### src/rtl/fwr_pkg.sv
// Shared types for the fuse word reader: sequencer states and the fuse pin bundle.
package fwr_pkg;
    localparam int WORD_BYTES = 4;
    localparam int DATA_W     = 8 * WORD_BYTES;

    typedef enum logic [2:0] {
        ST_IDLE,
        ST_ENTER,
        ST_STROBE,
        ST_EMIT,
        ST_GAP,
        ST_DONE
    } seq_state_t;

    typedef struct packed {
        logic csb;
        logic pgenb;
        logic load;
        logic strobe;
        logic strb_sel;
        logic sense_en;
        logic pd;
    } fuse_ctl_t;

    localparam fuse_ctl_t CTL_STANDBY = '{csb: 1'b1, pgenb: 1'b0, load: 1'b0, strobe: 1'b0,
                                          strb_sel: 1'b0, sense_en: 1'b0, pd: 1'b1};
    localparam fuse_ctl_t CTL_READ    = '{csb: 1'b0, pgenb: 1'b1, load: 1'b1, strobe: 1'b0,
                                          strb_sel: 1'b1, sense_en: 1'b1, pd: 1'b0};
endpackage

### src/rtl/fwr_settle_timer.sv
// Settle interval counter.
// Assumes: start is pulsed on the edge that enters a timed phase; expired is
// then high in the last of SETTLE_CYCLES cycles of that phase. SETTLE_CYCLES >= 1.
module fwr_settle_timer #(
    parameter int SETTLE_CYCLES = 50
) (
    input  logic clk,
    input  logic rst_n,
    input  logic start,
    output logic expired
);
    localparam int CNT_W = $clog2(SETTLE_CYCLES + 1);
    localparam logic [CNT_W-1:0] RELOAD = CNT_W'(SETTLE_CYCLES - 1);

    logic [CNT_W-1:0] cnt_q;

    // Reload on start, otherwise count down to zero and hold.
    always_ff @(posedge clk) begin
        if (!rst_n) begin
            cnt_q <= '0;
        end else if (start) begin
            cnt_q <= RELOAD;
        end else if (cnt_q != '0) begin
            cnt_q <= cnt_q - 1'b1;
        end
    end

    assign expired = (cnt_q == '0);
endmodule

### src/rtl/fwr_byte_lane.sv
// Word address, captured word and byte bookkeeping.
// Holds the current word address, the sampled fuse word, the byte index inside
// that word and the number of bytes still owed. Assumes load_req, capture,
// emit and advance are never high together.
module fwr_byte_lane #(
    parameter int ADDR_W = 10,
    parameter int LEN_W  = 12
) (
    input  logic                        clk,
    input  logic                        rst_n,
    input  logic                        load_req,
    input  logic [ADDR_W+1:0]           req_offset,
    input  logic [LEN_W-1:0]            req_len,
    input  logic                        capture,
    input  logic [fwr_pkg::DATA_W-1:0]  fz_dout,
    input  logic                        emit,
    input  logic                        advance,
    output logic [ADDR_W-1:0]           waddr,
    output logic [7:0]                  out_byte,
    output logic                        word_end,
    output logic                        rem_zero
);
    localparam int BSEL_W = $clog2(fwr_pkg::WORD_BYTES);
    localparam int OFF_W  = ADDR_W + BSEL_W;

    logic [ADDR_W-1:0]          waddr_q;
    logic [BSEL_W-1:0]          bidx_q;
    logic [LEN_W-1:0]           rem_q;
    logic [fwr_pkg::DATA_W-1:0] word_q;

    // Load the request, capture words, step byte index and address.
    always_ff @(posedge clk) begin
        if (!rst_n) begin
            waddr_q <= '0;
            bidx_q  <= '0;
            rem_q   <= '0;
            word_q  <= '0;
        end else begin
            if (load_req) begin
                waddr_q <= req_offset[OFF_W-1:BSEL_W];
                bidx_q  <= req_offset[BSEL_W-1:0];
                rem_q   <= req_len;
            end
            if (capture) begin
                word_q <= fz_dout;
            end
            if (emit) begin
                bidx_q <= bidx_q + 1'b1;
                rem_q  <= rem_q - 1'b1;
            end
            if (advance) begin
                waddr_q <= waddr_q + 1'b1;
            end
        end
    end

    // Select the current byte, least significant first.
    always_comb begin
        out_byte = word_q[8*bidx_q +: 8];
    end

    assign waddr    = waddr_q;
    assign word_end = (bidx_q == '1) || (rem_q == LEN_W'(1));
    assign rem_zero = (rem_q == '0);
endmodule

### src/rtl/fwr_sequencer.sv
// Read sequencer: read-mode entry, strobe, byte emission, gap, standby.
// Fuse pins come from a register loaded from the next-state decode, so they
// change together with the state and never glitch. Assumes the timer reports
// expiry in the last cycle of each timed phase.
module fwr_sequencer (
    input  logic               clk,
    input  logic               rst_n,
    input  logic               req_valid,
    input  logic               req_len_zero,
    input  logic               tmr_expired,
    input  logic               word_end,
    input  logic               rem_zero,
    output logic               busy,
    output logic               done,
    output logic               tmr_start,
    output logic               load_req,
    output logic               capture,
    output logic               emit,
    output logic               advance,
    output fwr_pkg::fuse_ctl_t ctl
);
    import fwr_pkg::*;

    seq_state_t state_q, state_d;
    fuse_ctl_t  ctl_q, ctl_d;

    // Next-state and strobe decode.
    always_comb begin
        state_d   = state_q;
        tmr_start = 1'b0;
        load_req  = 1'b0;
        capture   = 1'b0;
        emit      = 1'b0;
        advance   = 1'b0;
        unique case (state_q)
            ST_IDLE: begin
                if (req_valid) begin
                    load_req = 1'b1;
                    if (req_len_zero) begin
                        state_d = ST_DONE;
                    end else begin
                        state_d   = ST_ENTER;
                        tmr_start = 1'b1;
                    end
                end
            end
            ST_ENTER: begin
                if (tmr_expired) begin
                    state_d   = ST_STROBE;
                    tmr_start = 1'b1;
                end
            end
            ST_STROBE: begin
                if (tmr_expired) begin
                    capture = 1'b1;
                    state_d = ST_EMIT;
                end
            end
            ST_EMIT: begin
                emit = 1'b1;
                if (word_end) begin
                    state_d   = ST_GAP;
                    tmr_start = 1'b1;
                end
            end
            ST_GAP: begin
                if (tmr_expired) begin
                    if (rem_zero) begin
                        state_d = ST_DONE;
                    end else begin
                        state_d   = ST_STROBE;
                        tmr_start = 1'b1;
                        advance   = 1'b1;
                    end
                end
            end
            ST_DONE: state_d = ST_IDLE;
            default: state_d = ST_IDLE;
        endcase
    end

    // Pin pattern for the state being entered.
    always_comb begin
        unique case (state_d)
            ST_IDLE, ST_DONE: ctl_d = CTL_STANDBY;
            ST_STROBE: begin
                ctl_d        = CTL_READ;
                ctl_d.strobe = 1'b1;
            end
            default:          ctl_d = CTL_READ;
        endcase
    end

    // State and pin registers.
    always_ff @(posedge clk) begin
        if (!rst_n) begin
            state_q <= ST_IDLE;
            ctl_q   <= CTL_STANDBY;
        end else begin
            state_q <= state_d;
            ctl_q   <= ctl_d;
        end
    end

    assign busy = (state_q != ST_IDLE);
    assign done = (state_q == ST_DONE);
    assign ctl  = ctl_q;
endmodule

### src/rtl/fuse_word_reader.sv
// Top level of the fuse word reader.
// Accepts a byte offset and length, reads the covering aligned 32-bit words
// from the fuse macro and streams out only the requested bytes. Assumes
// fz_dout is valid by the last cycle of each strobe pulse.
module fuse_word_reader #(
    parameter int ADDR_W        = 10,
    parameter int LEN_W         = 12,
    parameter int SETTLE_CYCLES = 50
) (
    input  logic                       clk,
    input  logic                       rst_n,
    input  logic                       req_valid,
    input  logic [ADDR_W+1:0]          req_offset,
    input  logic [LEN_W-1:0]           req_len,
    output logic                       busy,
    output logic                       req_reject,
    output logic                       done,
    output logic                       out_valid,
    output logic [7:0]                 out_byte,
    output logic                       fz_csb,
    output logic                       fz_pgenb,
    output logic                       fz_load,
    output logic                       fz_strobe,
    output logic                       fz_strb_sel,
    output logic                       fz_sense_en,
    output logic                       fz_pd,
    output logic [ADDR_W-1:0]          fz_addr,
    input  logic [fwr_pkg::DATA_W-1:0] fz_dout
);
    fwr_pkg::fuse_ctl_t ctl;
    logic tmr_start, tmr_expired;
    logic load_req, capture, emit, advance;
    logic word_end, rem_zero;

    fwr_settle_timer #(.SETTLE_CYCLES(SETTLE_CYCLES)) timer_i (
        .clk     (clk),
        .rst_n   (rst_n),
        .start   (tmr_start),
        .expired (tmr_expired)
    );

    fwr_sequencer seq_i (
        .clk          (clk),
        .rst_n        (rst_n),
        .req_valid    (req_valid),
        .req_len_zero (req_len == '0),
        .tmr_expired  (tmr_expired),
        .word_end     (word_end),
        .rem_zero     (rem_zero),
        .busy         (busy),
        .done         (done),
        .tmr_start    (tmr_start),
        .load_req     (load_req),
        .capture      (capture),
        .emit         (emit),
        .advance      (advance),
        .ctl          (ctl)
    );

    fwr_byte_lane #(.ADDR_W(ADDR_W), .LEN_W(LEN_W)) lane_i (
        .clk        (clk),
        .rst_n      (rst_n),
        .load_req   (load_req),
        .req_offset (req_offset),
        .req_len    (req_len),
        .capture    (capture),
        .fz_dout    (fz_dout),
        .emit       (emit),
        .advance    (advance),
        .waddr      (fz_addr),
        .out_byte   (out_byte),
        .word_end   (word_end),
        .rem_zero   (rem_zero)
    );

    assign req_reject  = req_valid && busy;
    assign out_valid   = emit;
    assign fz_csb      = ctl.csb;
    assign fz_pgenb    = ctl.pgenb;
    assign fz_load     = ctl.load;
    assign fz_strobe   = ctl.strobe;
    assign fz_strb_sel = ctl.strb_sel;
    assign fz_sense_en = ctl.sense_en;
    assign fz_pd       = ctl.pd;
endmodule

### config.mk
export PLATFORM = sky130hd
export DESIGN_NAME = fuse_word_reader
export DESIGN_NICKNAME = d
export VERILOG_FILES = /design/src/rtl/fwr_pkg.sv /design/src/rtl/fwr_settle_timer.sv /design/src/rtl/fwr_byte_lane.sv /design/src/rtl/fwr_sequencer.sv /design/src/rtl/fuse_word_reader.sv
export SDC_FILE = /design/constraint.sdc
export NUM_CORES = 1
export LEC_CHECK = 0
export BUFFER_PORTS_ARGS = -buffer_cell sky130_fd_sc_hd__buf_2
export CAP_MARGIN = 20
export CORE_AREA = 5 5 91 84
export CTS_CLUSTER_DIAMETER = 100
export DETAILED_ROUTE_END_ITERATION = 12
export DIE_AREA = 0 0 96 89
export PLACE_DENSITY = 0.87
export SYNTH_ARGS = -nofsm -noshare
export SYNTH_HDL_FRONTEND = slang
export SYNTH_SLANG_ARGS = --single-unit
### constraint.sdc
create_clock -name clk -period 2.75 [get_ports clk]
set_input_delay 0.275 -clock clk [delete_from_list [all_inputs] [get_ports clk]]
set_output_delay 0.275 -clock clk [all_outputs]
set_load 0.005 [all_outputs]
### Yosys cells after proc, flatten, opt, wreduce, memory -nomap -nowiden

Index checks and enable logic that the tools add are counted.

| word-level totals | value |
|---|---|
| flip-flop bits (word level) | 72 |
| input bits | 59 |
| output and inout port bits | 29 |
| word-level logic and storage cells | 72 |

| cells by class | value |
|---|---|
| add/sub/neg operators | 4 |
| equality and inequality tests | 9 |
| shifts and indexed selects | 1 |
| multiplexer cells | 29 |
| bitwise logic cells | 1 |
| reduce and logical (&&, ||, !) cells | 14 |

Operators by type and width:

| cell | count |
|---|---|
| 32-bit by 6-bit indexed part select with 8-bit output | 1 |
| 12-bit logical NOT | 2 |
| 12-bit 2-to-1 mux | 2 |
| 3-bit 2-to-1 mux | 7 |
| 10-bit 2-to-1 mux | 2 |
| 3-bit case mux with 5 select lines | 1 |
| 7-bit case mux with 2 select lines | 1 |
| 12-bit by 1-bit equality test with 1-bit output, second input constant | 1 |
| 6-bit 2-to-1 mux | 2 |
| 12-bit by 1-bit subtractor with 12-bit output, second input constant | 1 |
| 1-bit 2-to-1 mux | 11 |
| 10-bit by 1-bit adder with 10-bit output, second input constant | 1 |
| 3-bit by 2-bit equality test with 1-bit output, second input constant | 3 |
| 3-bit equality test, second input constant | 3 |
| 3-bit logical NOT | 2 |
| 6-bit logical NOT | 1 |
| 2-bit nonzero test | 3 |
| 6-bit nonzero test | 1 |
| 6-bit by 1-bit subtractor with 6-bit output, second input constant | 1 |
| 2-bit 2-to-1 mux | 2 |
| 1-bit case mux with 4 select lines | 1 |
| 2-bit OR reduction | 2 |
| 3-bit by 1-bit equality test with 1-bit output, second input constant | 1 |
| 3-bit nonzero test | 1 |
| 5 further kinds | 5 |

### Longest topological paths before layout

Gate-level depths: netlist (run 1).

| logic depth | value |
|---|---|
| depth in word-level cells | 7 |
| gate-level depth with buffers | 9 |
| mapped depth without buffers | 8 |

### By module

A second synthesis (run 1) with hierarchy kept.

| unflattened totals | value |
|---|---|
| cells, all modules | 370 |
| area, all modules | 3473.3 um^2 |

By module, submodules not included:

| module | instances | cells an instance | area each (um^2) | sequential area each (um^2) |
|---|---|---|---|---|
| fwr_byte_lane | 1 | 278 | 2700.1 | 1121.1 |
| fwr_sequencer | 1 | 50 | 416.6 | 120.1 |
| fwr_settle_timer | 1 | 37 | 325.3 | 120.1 |
| fuse_word_reader | 1 | 5 | 31.3 | 0.0 |

### Worst setup path before layout (run 1)

Ideal clock, no wire load.

| path | value |
|---|---|
| kind | register to register |
| start | register lane_i.rem_q[0] |
| end | register seq_i.ctl_q (netlist bit seq_i.ctl[3]) |
| library setup time | 0.116 ns |
| arrival | 1.813 ns |
| required time | 2.634 ns |
| path slack | 0.821 ns |
| stages on the path, launching flop included | 9 |
| path through | dfxtp_1 -> inv_1 -> ha_1 -> nor4b_1 -> nand3_2 -> a22oi_2 -> a31o_2 -> inv_2 -> and4_1 |

| on the way | value |
|---|---|
| longest elaborated chain between the ends | 7 |
| elaborated cells between the ends (all ways) | 12 |
| those cells by class | eq/ne: 3; mux: 5; reduce/logical: 4 |

Ends and longest elaborated chain:

| what | line | source |
|---|---|---|
| start, declared | fwr_byte_lane.sv:28 | `logic [LEN_W-1:0] rem_q;` |
| start signal, assigned | fwr_byte_lane.sv:42 | `rem_q <= req_len;` |
| start signal, assigned | fwr_byte_lane.sv:49 | `rem_q <= rem_q - 1'b1;` |
| 12-bit logical NOT or 12-bit by 1-bit equality test with 1-bit output (tied branches) | fwr_byte_lane.sv:64, fwr_byte_lane.sv:63 |  |
| 3-bit 2-to-1 mux or 1-bit logical OR (tied branches) | fwr_sequencer.sv:68, fwr_byte_lane.sv:63 |  |
| 3-bit 2-to-1 mux, on equally long branches | fwr_sequencer.sv:67, fwr_sequencer.sv:61 |  |
| 3-bit case mux with 5 select lines * | fwr_sequencer.sv:35 | `unique case (state_q)` |
| 3-bit equality test or 3-bit logical NOT (tied branches) | fwr_sequencer.sv:84 | `unique case (state_d)` |
| 2-bit OR reduction | fwr_sequencer.sv:84 |  |
| 7-bit case mux with 2 select lines * | fwr_sequencer.sv:84 |  |
| end signal, assigned | fwr_sequencer.sv:101 | `ctl_q <= ctl_d;` |
| end, declared | fwr_sequencer.sv:25 | `fuse_ctl_t ctl_q, ctl_d;` |

Every way passes the cells marked *; elsewhere a longest branch is shown, timed or not.
A chain may end at the register's enable or synchronous reset.

### Final worst setup path (run 1)

| path | value |
|---|---|
| start | register lane_i.rem_q[0] |
| end | register lane_i.waddr_q[7], in the netlist lane_i.waddr[7] |

| on the way | value |
|---|---|
| longest elaborated chain between the ends | 5 |
| elaborated cells between the ends (all ways) | 6 |
| those cells by class | mux: 4; reduce/logical: 2 |

Ends and longest elaborated chain:

| what | line | source |
|---|---|---|
| 12-bit logical NOT * | fwr_byte_lane.sv:64 | `assign rem_zero = (rem_q == '0);` |
| 1-bit 2-to-1 mux * | fwr_sequencer.sv:68 | `if (rem_zero) begin` |
| 1-bit 2-to-1 mux * | fwr_sequencer.sv:67 | `if (tmr_expired) begin` |
| 1-bit 2-to-1 mux * | fwr_sequencer.sv:35 |  |
| 10-bit 2-to-1 mux or 2-bit nonzero test (tied branches) | n/a |  |
| end signal, assigned | fwr_byte_lane.sv:40 | `waddr_q <= req_offset[OFF_W-1:BSEL_W];` |
| end signal, assigned | fwr_byte_lane.sv:52 | `waddr_q <= waddr_q + 1'b1;` |
| end, declared | fwr_byte_lane.sv:26 | `logic [ADDR_W-1:0] waddr_q;` |

Marks and branches as above.

==> metrics.yaml, run 1 <==
status: "finished clean"
synth_ff_type: "dfxtp_1"
ant_nets: 0
yosysSeqAreaShare_pct: 40.3
grt_pass1_wl_mm: 14.0
crit_type: "reg -> reg"
cp-start-kind: "flop"
netlist.area_leader.share_pct: 40.3
root_buffer: "clkbuf_8"
vias: 3357
cts_buffers: 9
first_pass_iters: 5
io_pins: 88
pre_cts_slack_ns: 0.511
min_period_ns: 2.40
skew_ns: 0.00569
dpl_cell_area_um2: 3830
hp-class: "in -> reg"
hpwl_mm: 6.35
clock-sinks: 68
grt_pass1_vias: 3042
dieArea_um2: 8540
power_frac_comb_pct: 31.3
gr-total-overflow: 0
irDropWorstVdd_mv: 0.448
finalWorstSetupSlack_ns: 0.346
clk_pin_slew_ns: 0.08
design_area_um2: 4040
endpoint_kind: "flop"
ys_warn_count: 0
ys_ff_latch: 68
yosys.area.top_type: "dfxtp_1"
required_ns: 3.04
finalWirelength_mm: 8.78
core-area_um2: 6520
setup_viol: 0
power_frac_seq_pct: 41.8
crit_arrival_ns: 2.69
dp.cells: 567
clock_latency_ns: 0.35
fin_crit_sh_pct: 87.4
cp_max_fo: 8
area_delta_synth_final_pct: 19.6
rows: 28
hold_slack_ns: 0.154
place.gp.congestion: 0.907
htreeDepth: 3
start_util_pct: 51.8
portBuffers: 87
async_reset_ff_share_pct: 0
syn_inst: 415
rsz0062_at_grt: "no"
wl_per_cell_um: 15.1
ys_top_cells_by_area: "dfxtp_1 40%, a21oi_1 9.8%, nand2_1 9.8%, mux4_2 5.3%, clkbuf_1 2.2%"
viasPerCell: 5.76
clkPwrFrac_pct: 26.9
die_h_um: 89
p_int_uw: 2010
layout_common_cells: "88 x nand2_1, 87 x buf_2, 68 x dfxtp_1, 66 x a21oi_1, 19 x nor2_1"
tns_ns: 0
power_density_nw_per_um2: 788
slew_violations: 0
synth_area_um2: 3380
nets: 552
synth.avg_cell_area_um2: 8.14
switchingPower_uw: 1170
syn_nets: 479
swShare_pct: 36.8
maxCapViolations: 0
ys_types: 60
cts_tree: "yes"
cts_max_path_buffers: 2
antenna_found_initial: 0
drc: 0
grt_max_degree: 33
leakagePower_uw: 0.00158
insertedDiodeCount: 0
cts_setup_buffers: 0
slew-limit-headroom_pct: 57.9
worstMarginPinSlew_ns: 0.622
drive_above_1_share_pct: 27.0
hold_viol: 0
drt_iter0_markers: 298
fmax_ghz: 0.416
final_common_cell: "nand2_1"
final_cells: 583
synth_edf_count: 0
die_x_um: 96
cts_hold_buffers: 0
grt_use_total_pct: 20.8
cts_resized: 0
## routing by layer
metal	track usage [%]	share of wire, %
met1	27.7	43
met2	32.8	49
met3	4.80	6.2
met4	8.40	2.3
met5	0	0
## power by group through the flow
stage / clock network, µW / logic [µW] / registers (µW)
after global placement: 0 / 961 / 1340
final: 856 / 996 / 1330
after CTS: 867 / 988 / 1330
after floorplan: 0 / 803 / 1260
after global routing: 909 / 1110 / 1360
after detailed placement: 0 / 980 / 1350
## registers in the layout, indices dropped and copies added, names as in the netlist
name,cells
seq_i.ctl,3
lane_i.waddr,10
timer_i.cnt_q,6
lane_i.bidx_q,2
lane_i.rem_q,12
lane_i.word_q,32
seq_i.state_q,3
## layout make-up
type                            instances  area (µm²)
Clock buffer                            9         124
Clock inverter                          7        81.3
Fill cell                             546        2480
Inverter                               10        37.5
Multi-Input combinational cell        307        1850
Sequential cell                        68        1360
Tap cell                               90         113
Timing Repair Buffer                   92         473
## metrics by stage
step | util (%) | total power [µW]
final | 62.0 | 3180
after global routing | 62.0 | 3370
after CTS | 62.0 | 3180
after detailed placement | 58.8 | 2330
after global placement | 58.8 | 2300
after floorplan | - | 2070
## cells in the mapped netlist (all sizes together), types with 2 or more instances
| master | n |
|---|---|
| inv | 10 |
| o21ai | 13 |
| and3b | 2 |
| a21oi | 66 |
| xnor2 | 3 |
| nand2 | 88 |
| nor3b | 3 |
| nand3 | 10 |
| nor2 | 21 |
| o211ai | 2 |
| mux4 | 8 |
| a31oi | 5 |
| or2 | 4 |
| nand4 | 2 |
| and3 | 6 |
| a211oi | 2 |
| a32oi | 3 |
| a311oi | 2 |
| dfxtp | 68 |
| nor4 | 10 |
| o21a | 2 |
| nor4b | 3 |
| buf | 10 |
| or4 | 4 |
| o31ai | 2 |
| nor3 | 15 |
| and2 | 2 |
| a21boi | 2 |
| clkbuf | 20 |
| ha | 5 |
| o311ai | 2 |
| o221a | 2 |
| nand3b | 2 |
## worst max-delay path: stages, from the launching register on
cell and delay (ns):
dfxtp_1 0.36, inv_1 0.07, ha_1 0.23, nor4b_1 0.55, nand3_2 0.25, a21oi_1 0.52, o21ai_0 0.22, a21oi_1 0.15
## cells by family (layout without fill, tap and decap cells)
family / count (synthesis) / count (layout) / share of synthesized area, %
simple gates: 178 / 178 / 26.3
mux: 9 / 9 / 5.63
compound gates: 111 / 111 / 19.6
xor+xnor: 4 / 4 / 1.04
buf+inv: 40 / 118 / 5.30
fa+ha+maj: 5 / 5 / 1.85
flops: 68 / 68 / 40.3
## worst paths after layout
check,cells past startpoint,endpoint,slack [ns],from
max,7,lane_i.waddr[7],0.35,lane_i.rem_q[0]
min reg2reg,2,lane_i.word_q[30],0.46,lane_i.word_q[30]
min,3,lane_i.word_q[25],0.15,fz_dout[25]
max reg2reg,7,lane_i.waddr[7],0.35,lane_i.rem_q[0]
Power figures use the tool's default switching activity.
==> inputs of run 2 (changes only) <==
--- a/config.mk
+++ b/config.mk
@@ -7,10 +7,10 @@
 export LEC_CHECK = 0
 export BUFFER_PORTS_ARGS = -buffer_cell sky130_fd_sc_hd__buf_2
 export CAP_MARGIN = 20
-export CORE_AREA = 5 5 91 84
+export CORE_AREA = 2 2 88 81
 export CTS_CLUSTER_DIAMETER = 100
 export DETAILED_ROUTE_END_ITERATION = 12
-export DIE_AREA = 0 0 96 89
+export DIE_AREA = 0 0 90 83
 export PLACE_DENSITY = 0.87
 export SYNTH_ARGS = -nofsm -noshare
 export SYNTH_HDL_FRONTEND = slang
==> metrics.yaml, run 2 (synthesized netlist as in run 1, its figures left out) <==
cts_buffers: 9  # unchanged
crit_family: "simple AND/OR/NAND/NOR gates"
rows: 28  # unchanged
grt_max_degree: 33  # unchanged
grt_use_total_pct: 24.0  # +3.2 points
drt_iter0_markers: 270  # -9.4%
irDropWorstVdd_mv: 0.367  # -18%
largest_reg_flops: 32  # unchanged
drive_above_1_share_pct: 27.0  # unchanged
portBuffers: 87  # unchanged
clk_pin_slew_ns: 0.08  # about the same
dp.cells: 567  # unchanged
path_buf_inv: 1  # unchanged
layout_common_cells: "88 x nand2_1, 87 x buf_2, 68 x dfxtp_1, 66 x a21oi_1, 19 x nor2_1"
power_frac_comb_pct: 31.8  # +0.5 points
first_pass_iters: 5  # unchanged
slew-limit-headroom_pct: 52.4  # -5.5 points
gr-total-overflow: 0  # unchanged
vias: 3386  # +0.86%
tns_ns: 0  # unchanged
critical_path.max_stage_delay_ns: 0.59  # +0.04 ns
min_period_ns: 2.42  # +0.0193 ns
core-area_um2: 6520  # unchanged
cts_tree: "yes"
hp-class: "in -> reg"
hold_viol: 0  # unchanged
leakagePower_uw: 0.00158  # -0.21%
final_cells: 583  # unchanged
maxCapViolations: 0  # unchanged
wl_per_cell_um: 15.1  # about the same
rsz0062_at_grt: "no"
status: "finished clean"
hpwl_mm: 6.18  # -2.7%
viasPerCell: 5.81  # +0.86%
nets: 552  # unchanged
hold_slack_ns: 0.151  # -0.00378 ns
endpoint_kind: "flop"
skew_ns: 0.0132  # +0.00752 ns
path_cells: "inv_1, ha_1, nor4b_1, nand3_2, a21oi_1, o21ai_0, a21oi_1"
nFillCells: 568  # +4.0%
cp_common_cell: "a21oi_1"
root_buffer: "clkbuf_8"
dieArea_um2: 7470  # -13%
slew_violations: 0  # unchanged
swShare_pct: 37.2  # +0.40 points
power_density_nw_per_um2: 791  # +0.35%
io_pins: 88  # unchanged
start_util_pct: 51.8  # unchanged
final_common_cell: "nand2_1"
grt_pass1_wl_mm: 14.8  # +6.0%
top_register: "lane_i.word_q"
cts_setup_buffers: 0  # unchanged
cp-start-kind: "flop"
p_int_uw: 2000  # -0.65%
crit_type: "reg -> reg"
area_delta_synth_final_pct: 19.1
cts_hold_buffers: 0  # unchanged
drc: 0  # unchanged
antenna_found_initial: 0  # unchanged
finalWirelength_mm: 8.78  # about the same
cp_max_fo: 8  # unchanged
cts_resized: 0  # unchanged
htreeDepth: 3  # unchanged
crit_path_top_delay_cell: "nor4b_1"
crit_arrival_ns: 2.70  # about the same
clock_latency_ns: 0.35  # about the same
clkPwrFrac_pct: 26.3  # -0.6 points
required_ns: 3.03  # about the same
setup_viol: 0  # unchanged
cts_max_path_buffers: 2  # unchanged
fin_crit_sh_pct: 88.1  # +0.70 points
worstMarginPinSlew_ns: 0.714  # +0.0912 ns
insertedDiodeCount: 0  # unchanged
power_frac_seq_pct: 41.8  # about the same
die_x_um: 90  # -6.3%
fmax_ghz: 0.413  # -0.79%
ant_nets: 0  # unchanged
clock-sinks: 68  # unchanged
grt_pass1_vias: 3123  # +2.7%
die_h_um: 83  # -6.7%
switchingPower_uw: 1180  # +1.0%
place.gp.congestion: 0.883  # -2.7%
## run 2: final timing paths
path | from | to | slack, ns | cells after the start
min | req_offset[0] | lane_i.bidx_q[0] | 0.15 | 3
max | lane_i.rem_q[0] | lane_i.waddr[8] | 0.33 | 7
max reg2reg | lane_i.rem_q[0] | lane_i.waddr[8] | 0.33 | 7
min reg2reg | lane_i.word_q[11] | lane_i.word_q[11] | 0.46 | 2
## run 2: layout make-up
class	count	area, µm²	area share, %
Clock buffer	9	124	3.08
Clock inverter	7	75.1	1.87
Inverter	10	37.5	0.933
Multi-Input combinational cell	307	1840	45.7
Sequential cell	68	1360	33.8
Tap cell	90	113	2.80
Timing Repair Buffer	92	473	11.8
## run 2: worst reg2reg max path, stage by stage, from the launching register on
cell and delay [ns]:
dfxtp_1 0.36, inv_1 0.07, ha_1 0.23, nor4b_1 0.59, nand3_2 0.27, a21oi_1 0.50
o21ai_0 0.17, a21oi_1 0.16
## run 2: stage by stage
step / utilization, % / area, µm² / setup slack, ns / power (µW)
6_report: 61.7 / 4020 / 0.327 / 3180
5_1_grt: 61.7 / 4020 / 0.204 / 3370
4_1_cts: 61.7 / 4020 / 0.407 / 3170
3_5_place_dp: 58.7 / 3820 / 0.449 / 2330
3_3_place_gp: 58.7 / 3820 / 0.595 / 2290
2_1_floorplan: - / 3380 / 0.821 / 2070
## run 2: power by group through the flow
stage	clock network (µW)	logic, µW	registers (µW)
floorplan	0	803	1260
global placement	0	952	1330
detailed placement	0	980	1350
CTS	845	995	1330
global route	890	1120	1360
finish	838	1010	1330
## run 2: metal layers
metal	share of wire, %	routed length (µm)	vias to the layer above	GRT usage [%]
met2	46	4070	174	36.6
li1	-	-	1640	-
met4	2.9	256	0	11.0
met1	43	3810	1545	33.1
met5	0	0	-	0
met3	7.3	642	27	4.63
